### config.mk
export PLATFORM = sky130hd
export DESIGN_NAME = mdm_port_ctl
export DESIGN_NICKNAME = d
export VERILOG_FILES = /design/src/rtl/mdm_pkg.sv /design/src/rtl/mdm_sync.sv /design/src/rtl/mdm_ctrl_regs.sv /design/src/rtl/mdm_status.sv /design/src/rtl/mdm_port_ctl.sv
export SDC_FILE = /design/constraint.sdc
export NUM_CORES = 1
export LEC_CHECK = 0
export ABC_CLOCK_PERIOD_IN_PS = 1950
export CORE_UTILIZATION = 48
export CTS_CLUSTER_DIAMETER = 30
export DETAILED_ROUTE_END_ITERATION = 16
export HOLD_SLACK_MARGIN = 0.12
export PLACE_DENSITY = 0.82
export SYNTH_ARGS = -nofsm -noshare
export SYNTH_HDL_FRONTEND = slang
export SYNTH_SLANG_ARGS = --single-unit
### constraint.sdc
create_clock -name clk -period 1.95 [get_ports clk]
set_clock_uncertainty 0.05 [all_clocks]
set_input_delay 0.39 -clock clk [delete_from_list [all_inputs] [get_ports clk]]
set_output_delay 0.39 -clock clk [all_outputs]
set_load 0.01 [all_outputs]
### src/rtl/mdm_pkg.sv
package mdm_pkg;
    localparam int ADDR_W = 3;
    localparam int DATA_W = 8;
    localparam int MCR_W  = 5;
    localparam int NLINES = 4;

    localparam logic [ADDR_W-1:0] A_MCR = 3'd4;
    localparam logic [ADDR_W-1:0] A_MSR = 3'd6;
    localparam logic [ADDR_W-1:0] A_SCR = 3'd7;

    // control register bit positions
    localparam int C_DTR  = 0;
    localparam int C_RTS  = 1;
    localparam int C_OUT1 = 2;
    localparam int C_OUT2 = 3;
    localparam int C_LOOP = 4;

    // status nibble positions (status register bits 4..7)
    localparam int S_CTS = 0;
    localparam int S_DSR = 1;
    localparam int S_RI  = 2;
    localparam int S_CD  = 3;

    typedef enum logic {
        MODE_NORMAL = 1'b0,
        MODE_LOOP   = 1'b1
    } mode_t;
endpackage

### src/rtl/mdm_sync.sv
module mdm_sync #(
    parameter int          WIDTH   = 4,
    parameter int          STAGES  = 2,
    parameter logic [WIDTH-1:0] RST_VAL = '1
) (
    input  logic             clk,
    input  logic             rst_n,
    input  logic [WIDTH-1:0] din,
    output logic [WIDTH-1:0] dout
);
    logic [WIDTH-1:0] stage_q [STAGES];

    genvar g;
    generate
        for (g = 0; g < STAGES; g++) begin : g_stage
            if (g == 0) begin : g_first
                always_ff @(posedge clk or negedge rst_n) begin
                    if (!rst_n) stage_q[g] <= RST_VAL;
                    else        stage_q[g] <= din;
                end
            end else begin : g_next
                always_ff @(posedge clk or negedge rst_n) begin
                    if (!rst_n) stage_q[g] <= RST_VAL;
                    else        stage_q[g] <= stage_q[g-1];
                end
            end
        end
    endgenerate

    assign dout = stage_q[STAGES-1];
endmodule

### src/rtl/mdm_ctrl_regs.sv
module mdm_ctrl_regs
    import mdm_pkg::*;
#(
    parameter logic [DATA_W-1:0] SCR_RST = 8'hFF
) (
    input  logic              clk,
    input  logic              rst_n,
    input  logic              wr_en,
    input  logic [ADDR_W-1:0] addr,
    input  logic [DATA_W-1:0] wdata,
    output logic [MCR_W-1:0]  mcr_q,
    output logic [DATA_W-1:0] scratch_q,
    output mode_t             mode_q,
    output logic              rts_n,
    output logic              dtr_n,
    output logic              out1_n,
    output logic              out2_n
);
    mode_t mode_d;
    logic  mcr_wr;
    logic  scr_wr;

    assign mcr_wr = wr_en && (addr == A_MCR);
    assign scr_wr = wr_en && (addr == A_SCR);

    always_ff @(posedge clk or negedge rst_n) begin
        if (!rst_n) begin
            mcr_q     <= '0;
            scratch_q <= SCR_RST;
        end else begin
            if (mcr_wr) mcr_q     <= wdata[MCR_W-1:0];
            if (scr_wr) scratch_q <= wdata;
        end
    end

    // mode state register
    always_ff @(posedge clk or negedge rst_n) begin
        if (!rst_n) mode_q <= MODE_NORMAL;
        else        mode_q <= mode_d;
    end

    // mode transitions
    always_comb begin
        mode_d = mode_q;
        unique case (mode_q)
            MODE_NORMAL: if (mcr_wr &&  wdata[C_LOOP]) mode_d = MODE_LOOP;
            MODE_LOOP:   if (mcr_wr && !wdata[C_LOOP]) mode_d = MODE_NORMAL;
            default:     mode_d = MODE_NORMAL;
        endcase
    end

    // mode outputs
    always_comb begin
        rts_n = 1'b1;
        dtr_n = 1'b1;
        unique case (mode_q)
            MODE_NORMAL: begin
                rts_n = ~mcr_q[C_RTS];
                dtr_n = ~mcr_q[C_DTR];
            end
            MODE_LOOP: begin
                rts_n = 1'b1;
                dtr_n = 1'b1;
            end
            default: ;
        endcase
    end

    assign out1_n = ~mcr_q[C_OUT1];
    assign out2_n = ~mcr_q[C_OUT2];
endmodule

### src/rtl/mdm_status.sv
module mdm_status
    import mdm_pkg::*;
(
    input  logic              clk,
    input  logic              rst_n,
    input  logic [NLINES-1:0] lines_n,
    input  mode_t             mode_q,
    input  logic [MCR_W-1:0]  mcr_q,
    input  logic              msr_rd,
    input  logic              ms_irq_en,
    output logic [NLINES-1:0] stat_now,
    output logic [NLINES-1:0] stat_prev,
    output logic [NLINES-1:0] delta_q,
    output logic              ms_irq
);
    logic [NLINES-1:0] delta_set;
    logic [NLINES-1:0] delta_d;

    always_comb begin
        stat_now = '0;
        unique case (mode_q)
            MODE_NORMAL: stat_now = ~lines_n;
            MODE_LOOP: begin
                stat_now[S_CTS] = mcr_q[C_RTS];
                stat_now[S_DSR] = mcr_q[C_DTR];
                stat_now[S_RI]  = mcr_q[C_OUT1];
                stat_now[S_CD]  = mcr_q[C_OUT2];
            end
            default: ;
        endcase
    end

    always_comb begin
        delta_set        = stat_now ^ stat_prev;
        delta_set[S_RI]  = stat_prev[S_RI] & ~stat_now[S_RI];
        delta_d          = (msr_rd ? '0 : delta_q) | delta_set;
    end

    always_ff @(posedge clk or negedge rst_n) begin
        if (!rst_n) begin
            stat_prev <= '0;
            delta_q   <= '0;
        end else begin
            stat_prev <= stat_now;
            delta_q   <= delta_d;
        end
    end

    assign ms_irq = ms_irq_en & (|delta_q);
endmodule

### src/rtl/mdm_port_ctl.sv
module mdm_port_ctl
    import mdm_pkg::*;
#(
    parameter int SYNC_STAGES = 2
) (
    input  logic       clk,
    input  logic       rst_n,
    input  logic [2:0] addr,
    input  logic       wr_en,
    input  logic       rd_en,
    input  logic [7:0] wdata,
    output logic [7:0] rdata,
    input  logic       ms_irq_en,
    input  logic       cts_n,
    input  logic       dsr_n,
    input  logic       ri_n,
    input  logic       cd_n,
    output logic       rts_n,
    output logic       dtr_n,
    output logic       out1_n,
    output logic       out2_n,
    output logic       ms_irq
);
    logic [NLINES-1:0] pins_raw;
    logic [NLINES-1:0] pins_sync;
    logic [MCR_W-1:0]  mcr_q;
    logic [DATA_W-1:0] scratch_q;
    mode_t             mode_q;
    logic [NLINES-1:0] stat_now;
    logic [NLINES-1:0] stat_prev;
    logic [NLINES-1:0] delta_q;
    logic              msr_rd;

    always_comb begin
        pins_raw        = '1;
        pins_raw[S_CTS] = cts_n;
        pins_raw[S_DSR] = dsr_n;
        pins_raw[S_RI]  = ri_n;
        pins_raw[S_CD]  = cd_n;
    end

    mdm_sync #(.WIDTH(NLINES), .STAGES(SYNC_STAGES), .RST_VAL('1)) u_sync (
        .clk  (clk),
        .rst_n(rst_n),
        .din  (pins_raw),
        .dout (pins_sync)
    );

    mdm_ctrl_regs u_regs (
        .clk      (clk),
        .rst_n    (rst_n),
        .wr_en    (wr_en),
        .addr     (addr),
        .wdata    (wdata),
        .mcr_q    (mcr_q),
        .scratch_q(scratch_q),
        .mode_q   (mode_q),
        .rts_n    (rts_n),
        .dtr_n    (dtr_n),
        .out1_n   (out1_n),
        .out2_n   (out2_n)
    );

    assign msr_rd = rd_en && (addr == A_MSR);

    mdm_status u_stat (
        .clk      (clk),
        .rst_n    (rst_n),
        .lines_n  (pins_sync),
        .mode_q   (mode_q),
        .mcr_q    (mcr_q),
        .msr_rd   (msr_rd),
        .ms_irq_en(ms_irq_en),
        .stat_now (stat_now),
        .stat_prev(stat_prev),
        .delta_q  (delta_q),
        .ms_irq   (ms_irq)
    );

    always_comb begin
        rdata = '0;
        if (rd_en) begin
            unique case (addr)
                A_MCR:   rdata = {{(DATA_W-MCR_W){1'b0}}, mcr_q};
                A_MSR:   rdata = {stat_now, delta_q};
                A_SCR:   rdata = scratch_q;
                default: rdata = '0;
            endcase
        end
    end
endmodule

# --- After elaboration in Yosys (flattened, before gate mapping) ---
# Index checks and enable logic that the tools add are counted.
totals:
  reg_bits: 30
  out_inout_bits: 13
  wordCells: 37
op_classes:
  eq_ne: 3
  n_mux: 9
  bitwise: 11
  reduce_logical: 7
ops:
  columns: ["cell", "count"]
  rows:
  - ["case mux 8 bit (3 select lines)", 1]
  - ["equality test 3 bit, second input constant", 3]
  - ["two-way mux 8 bit", 1]
  - ["case mux 4 bit (2 select lines)", 1]
  - ["inverter 1 bit", 6]
  - ["case mux 1 bit (2 select lines)", 3]
  - ["logical AND 1 bit", 5]
  - ["two-way mux 4 bit", 1]
  - ["inverter 4 bit", 1]
  - ["OR 4 bit", 1]
  - ["OR reduction 4 bit", 1]
  - ["XOR 4 bit", 1]
  - ["bitwise AND 1 bit", 2]
  - ["two-way mux 1 bit", 2]
  - ["logical NOT 1 bit", 1]

# --- Depth between registers and ports, before layout ---
# Gate-level depths: netlist of run 1.
depth:
  depth_word: 5
  depth_mapped: 5

# --- Modules after synthesis ---
# From an unflattened synthesis of run 1, not the netlist that was laid out.
unflattened:
  hier_cells: 109
  area_unflattened_um2: 1338.8
modules_own_cells:
  columns: ["mod", "instances", "cells_per_inst", "area_per_inst_um2", "seq_area_each_um2"]
  rows:
  - ["mdm_ctrl_regs", 1, 33, 538.0, 335.3]
  - ["mdm_status", 1, 32, 350.3, 200.2]
  - ["mdm_sync", 1, 12, 240.2, 210.2]
  - ["mdm_port_ctl", 1, 32, 210.2, 0.0]

# --- Least setup slack after synthesis of run 1 ---
# Ideal clock, no wire load.
synth_path:
  path_kind: "reg2out"
  startpoint: "register (tool-made name)"
  endpoint: "output rdata[5]"
  arrival_time_ns: 1.202
  required_time_ns: 1.510
  setup_slack_ns: 0.308
  stages_incl_launch_ff: 5
  n_path_buf: 1
  path_cell_list: "dfrtp_1 buf_6 nor2b_4 or3_1 a21oi_1"
synth_rtl:
  columns: ["item", "line", "rtl"]
  rows:
  - ["to (decl)", "mdm_port_ctl.sv:12", "output logic [7:0] rdata,"]

==> flow_metrics.tcl, run 1 <==
set metrics [dict create \
    run_status "finished with violations" \
    violations "setup timing" \
    p_sw_share_pct 28.4 \
    routed_wire_length_per_instance_microns 15.6 \
    cts_tree "built" \
    slew_headroom_pct 76.3 \
    final_cell_mix "clkdlybuf4s50_1, buf_4, dfstp_2" \
    crit_type "register to primary output" \
    reg2regPathDepth 6 \
    routed_via_density 5.25 \
    vias 1050 \
    mostFrequentLayoutCell "clkdlybuf4s50_1" \
    synth_top_area_share_pct 30.9 \
    pin_count 33 \
    yosysTopAreaCell "dfstp_2" \
    grt_pass1_wl_microns 5250 \
    syn_inst 114 \
    syn_area_per_cell_sq_um 11.9 \
    syn_nets 134 \
    num_rows 18 \
    track_usage_pct 22.4 \
    required_ns 1.51 \
    cts_max_level 2 \
    grt_pass1_vias 1098 \
    finish.utilization_pct 74.8 \
    syn2layout_area_growth_pct 41.3 \
    period_needed_ns 2.08 \
    clockPowerShare_pct 20.8 \
    slew_violations 0 \
    nets 189 \
    antenna_found_initial 0 \
    holdPathStages 0 \
    place_hpwl_microns 2270 \
    ys.flop_type "dfstp_2" \
    synth.distinct_cells 30 \
    synth_edf_count 0 \
    ys_seq_area_share_pct 54.9 \
    synthTopCellsByArea "dfstp_2, dfrtp_1, mux2_2" \
    die_area_sq_um 3050 \
    peakVddDrop_mv 0.691 \
    worstPathCellList "buf_6 -> and2b_1 -> or3_4 -> a21oi_2 -> buf_2" \
    cp_top_family "simple AND/OR/NAND/NOR gates" \
    p_leak_nw 0.879 \
    start_util_pct 52.9 \
    drt_iter0_markers 27 \
    rsz0062_at_grt "true" \
    drt_first_pass_iters 4 \
    power.internal_w 0.00117 \
    drc_errors 0 \
    cts_inserted_buffers 5 \
    crit_path_max_fanout 5 \
    cts_buffer_depth 2 \
    hold_viol 0 \
    netlist_area_sq_um 1360 \
    finalCritPeriodShare_pct 106 \
    totalWireLength_microns 3130 \
    fin_tns_setup_ns -0.306 \
    async_flop_share_pct 100 \
    clock_latency_ns 0.32 \
    cts_root_buf "clkbuf_4" \
    fmax_mhz 482 \
    crit_path_max_incr_delay_ns 0.38 \
    stdcell_count 200 \
    hold_class "register to register" \
    gp_congestion 0.828 \
    p_seq_share_pct 48.9 \
    power.switching_w 0.000464 \
    clock_sinks 29 \
    grt_max_degree 30 \
    fp.dieW_microns 55.2 \
    port-buffer-count 32 \
    core_sq_um 2570 \
    ant_nets 0 \
    power_density_nw_per_um2 850 \
    p_comb_share_pct 30.3 \
    start_kind "register" \
    cts.hold.buffers_added 0 \
    critPathArrivalTime_ns 1.64 \
    fp.dieH_microns 55.2 \
    crit_slowest_cell "dfrtp_1" \
    finalSetupViolCount 4 \
    cp.buffers_inverters 2 \
    cp-end-kind "primary output" \
    ys_seq_elements 29 \
    yosys_warnings 0 \
    diodes 0 \
    overflow 0 \
    worst_slack_ns -0.125 \
    dp.cells 187 \
    worst_pin_slew_ns 0.356 \
    maxCapViolCount 0 \
    worst-path-stages 5 \
    layout-drive-gt1-share_pct 40.6 \
    clk_transition_reported_paths_ns 0.09 \
]
-- power groups by stage --
stage / Sequential [W] / Combinational [W] / Clock [W]
detailed placement: 0.000811 / 0.000453 / 0
finish: 0.000799 / 0.000494 / 0.000340
global placement: 0.000804 / 0.000435 / 0
CTS: 0.000797 / 0.000481 / 0.000351
global route: 0.000811 / 0.000531 / 0.000375
floorplan: 0.000788 / 0.000250 / 0
-- layer usage --
layer	up-vias	global-route usage, %	wire (microns)
met3	6	6.56	126
met1	505	26.9	1350
li1	509	-	-
met5	-	0	0
met2	30	37.3	1580
met4	0	9.29	64
-- registers in the layout, indices dropped and copies added, names as in the netlist, named ones only --
signal,flops
u_regs.scratch_q,8
u_regs.mcr_q,4
u_stat.delta_q,4
u_stat.stat_prev,4
u_sync.dout,4
u_sync.stage_q,4
-- metrics by stage --
stage	setup slack (ns)	cell area (sq um)	power, W	hold WS, ns
after floorplan	0.308	1360	0.00104	0.0444
after global placement	-0.456	1810	0.00124	0.296
after detailed placement	-0.463	1810	0.00126	0.298
after CTS	-0.116	1900	0.00163	0.312
after global routing	-0.194	1920	0.00172	0.313
final	-0.125	1920	0.00163	0.310
-- layout make-up --
cell class | instances | area, sq um
Clock buffer | 6 | 41.3
Clock inverter | 2 | 10.0
Fill cell | 186 | 647
Inverter | 3 | 11.3
Multi-Input combinational cell | 76 | 569
Sequential cell | 29 | 746
Tap cell | 30 | 37.5
Timing Repair Buffer | 54 | 505
-- final timing paths --
path,from,end,slack (ns)
setup / recovery,register,rdata[7],-0.13
hold / removal,u_sync.stage_q[4]$_DFF_PN1_,u_sync.dout[0]$_DFF_PN1_,0.31
setup reg to reg,register,u_stat.delta_q[1]$_DFF_PN0_,0.51
hold reg to reg,u_sync.stage_q[4]$_DFF_PN1_,u_sync.dout[0]$_DFF_PN1_,0.31
max in group asynchronous,rst_n,u_regs.scratch_q[7]$_DFFE_PN1P_,1.14
min in group asynchronous,rst_n,u_stat.stat_prev[2]$_DFF_PN0_,0.39
-- cell families after synthesis --
kind of cell	after synthesis	share of synthesized area, %
buffers and inverters	9	4.51
and+or+nand+nor	43	18.0
AOI/OAI and AO/OA	16	7.46
muxes	17	15.1
DFF	29	54.9
-- what timing repair did --
action / in CTS / in global routing
pin swaps: 6 / 0
hold endpoints to repair: 0 / 0
endpoints found under the setup margin: 11 / 9
gates resized for setup: 33 / 1
cloned: 1 / 0
setup buffers: 2 / 2
-- cells in the mapped netlist, types with 4 or more instances --
cell / number
a21oi_1: 5
dfrtp_1: 13
dfstp_2: 16
mux2_2: 8
mux2_4: 5
mux2i_1: 4
nand2_1: 9
nand3_1: 8
nor2_1: 6
o21a_1: 4
or3_1: 4
(Power assumes the default switching activity.)
==> run 2: changes to the inputs <==
Settings changed: GPL_TIMING_DRIVEN set to 0.
==> flow_metrics.tcl, run 2 (synthesized netlist as in run 1, its figures left out) <==
set metrics [dict create \
    run_status "finished with violations" \
    violations "setup timing" \
    totalWireLength_microns 2870 \
    r2r_setup_slack_ns 0.44 \
    final_cell_mix "clkdlybuf4s50_1, dfstp_2, dfrtp_1" \
    clock_sinks 29 \
    port-buffer-count 30 \
    register_area_sq_um 746 \
    crit_type "register to primary output" \
    dp_slack_ns -0.361 \
    critPathArrivalTime_ns 1.70 \
    layout-drive-gt1-share_pct 40.0 \
    worstHoldStart "u_sync.stage_q[7]$_DFF_PN1_" \
    largest_reg_flops 8 \
    grt_pass1_vias 1055 \
    holdPathStages 0 \
    syn2layout_area_growth_pct 33.6 \
    diodes 0 \
    total_power_w 0.00162 \
    num_rows 18 \
    regMostFlops "u_regs.scratch_q" \
    drc_errors 0 \
    fp.dieW_microns 55.2 \
    clock_latency_ns 0.32 \
    slew_headroom_pct 58.6 \
    required_ns 1.51 \
    track_usage_pct 20.4 \
    hold_slack_ns 0.304 \
    ant_nets 0 \
    pin_count 33 \
    reg2reg_to "u_stat.delta_q[0]$_DFF_PN0_" \
    cts_buffer_depth 2 \
    finalSetupViolCount 4 \
    nets 179 \
    start_kind "register" \
    cp-end-kind "primary output" \
    fmax_mhz 468 \
    finalCritPeriodShare_pct 110 \
    multi_input_area_sq_um 577 \
    slew_violations 0 \
    fillCellCount 192 \
    overflow 0 \
    vias 1022 \
    grt_max_degree 30 \
    peakVddDrop_mv 0.630 \
    rsz0062_at_grt "true" \
    stdcell_count 190 \
    drt_iter0_markers 18 \
    min_to "u_sync.dout[3]$_DFF_PN1_" \
    hold_viol 0 \
    reg2regPathDepth 7 \
    routed_wire_length_per_instance_microns 15.1 \
    crit_path_max_fanout 4 \
    place_hpwl_microns 2040 \
    drt_first_pass_iters 4 \
    clk_transition_reported_paths_ns 0.09 \
    worst_pin_slew_ns 0.622 \
    cts_max_level 2 \
    cts_tree "built" \
    gp_congestion 0.827 \
    worst_slack_ns -0.187 \
    dp.cells 174 \
    period_needed_ns 2.14 \
    cts_root_buf "clkbuf_4" \
    routed_via_density 5.38 \
    cts_inserted_buffers 5 \
    start_util_pct 52.9 \
    die_area_sq_um 3050 \
    grt_pass1_wl_microns 4800 \
    hold_class "register to register" \
    fp.dieH_microns 55.2 \
    p_leak_nw 0.817 \
    core_sq_um 2570 \
    antenna_found_initial 0 \
    maxCapViolCount 0 \
    fin_tns_setup_ns -0.422 \
    power_density_nw_per_um2 892 \
]
==> run 2: changes by cell type in the layout (fill, tap and decap cells not counted), sizes merged <==
cell           before  now
dlygate4sd3         0    1
bufbuf              1    0
dlymetal6s2s        0    2
dlygate4sd2         7    5
clkdlybuf4s15       2    1
buf                25   18
clkbuf              6    9
clkinv              2    0
clkdlybuf4s50      19   16
==> run 2: final cells by class <==
cell class,instances,share of cell area [%]
tap,30,2.07
clock buffer,8,3.24
sequential,29,41.1
multi-input combinational,76,31.8
buffer,6,2.76
timing repair buffer,38,18.5
inverter,3,0.620
==> run 2: report_power, final <==
| part | internal, W | switching, W | total, W |
|---|---|---|---|
| logic | 0.000264 | 0.000185 | 0.000449 |
| clock network | 0.000178 | 0.000193 | 0.000371 |
| registers | 0.000734 | 0.0000646 | 0.000799 |
==> run 2: worst max-delay path by stage <==
stage               startpoint        to  slack [ns]  depth (start not counted)
floorplan             register  rdata[5]        0.31                          4
global placement       addr[2]  rdata[4]       -0.37                          4
detailed placement     addr[2]  rdata[4]       -0.36                          4
CTS                   register  rdata[5]       -0.14                          5
global route          register  rdata[4]       -0.22                          6
finish                register  rdata[4]       -0.19                          6
==> run 2: worst max-delay path, stage by stage (launching register included) <==
cell      delay [ns]
dfrtp_1         0.41
buf_6           0.14
buf_6           0.11
or2b_1          0.16
nand4b_1        0.13
a31oi_1         0.25
buf_2           0.17
==> run 2: metrics by stage <==
| step | util, % | cell area [sq um] |
|---|---|---|
| global placement | 66.1 | 1700 |
| detailed placement | 66.1 | 1700 |
| finish | 70.7 | 1820 |
| CTS | 69.5 | 1780 |
| global route | 70.7 | 1820 |
| floorplan | - | 1360 |
==> run 2: repair_timing <==
item	CTS	global route
buffers inserted	5	2
pin swaps	3	3
setup endpoints to repair	11	8
hold buffers	0	1
hold endpoints to repair	0	13
resized for setup	28	8
==> run 2: metal layers <==
layer | routed length (microns) | part of all wire, % | global-route usage, %
met3 | 118 | 4.1 | 5.39
met2 | 1500 | 52 | 33.4
met5 | 0 | 0 | 0
met4 | 38 | 1.3 | 8.21
met1 | 1210 | 42 | 25.7
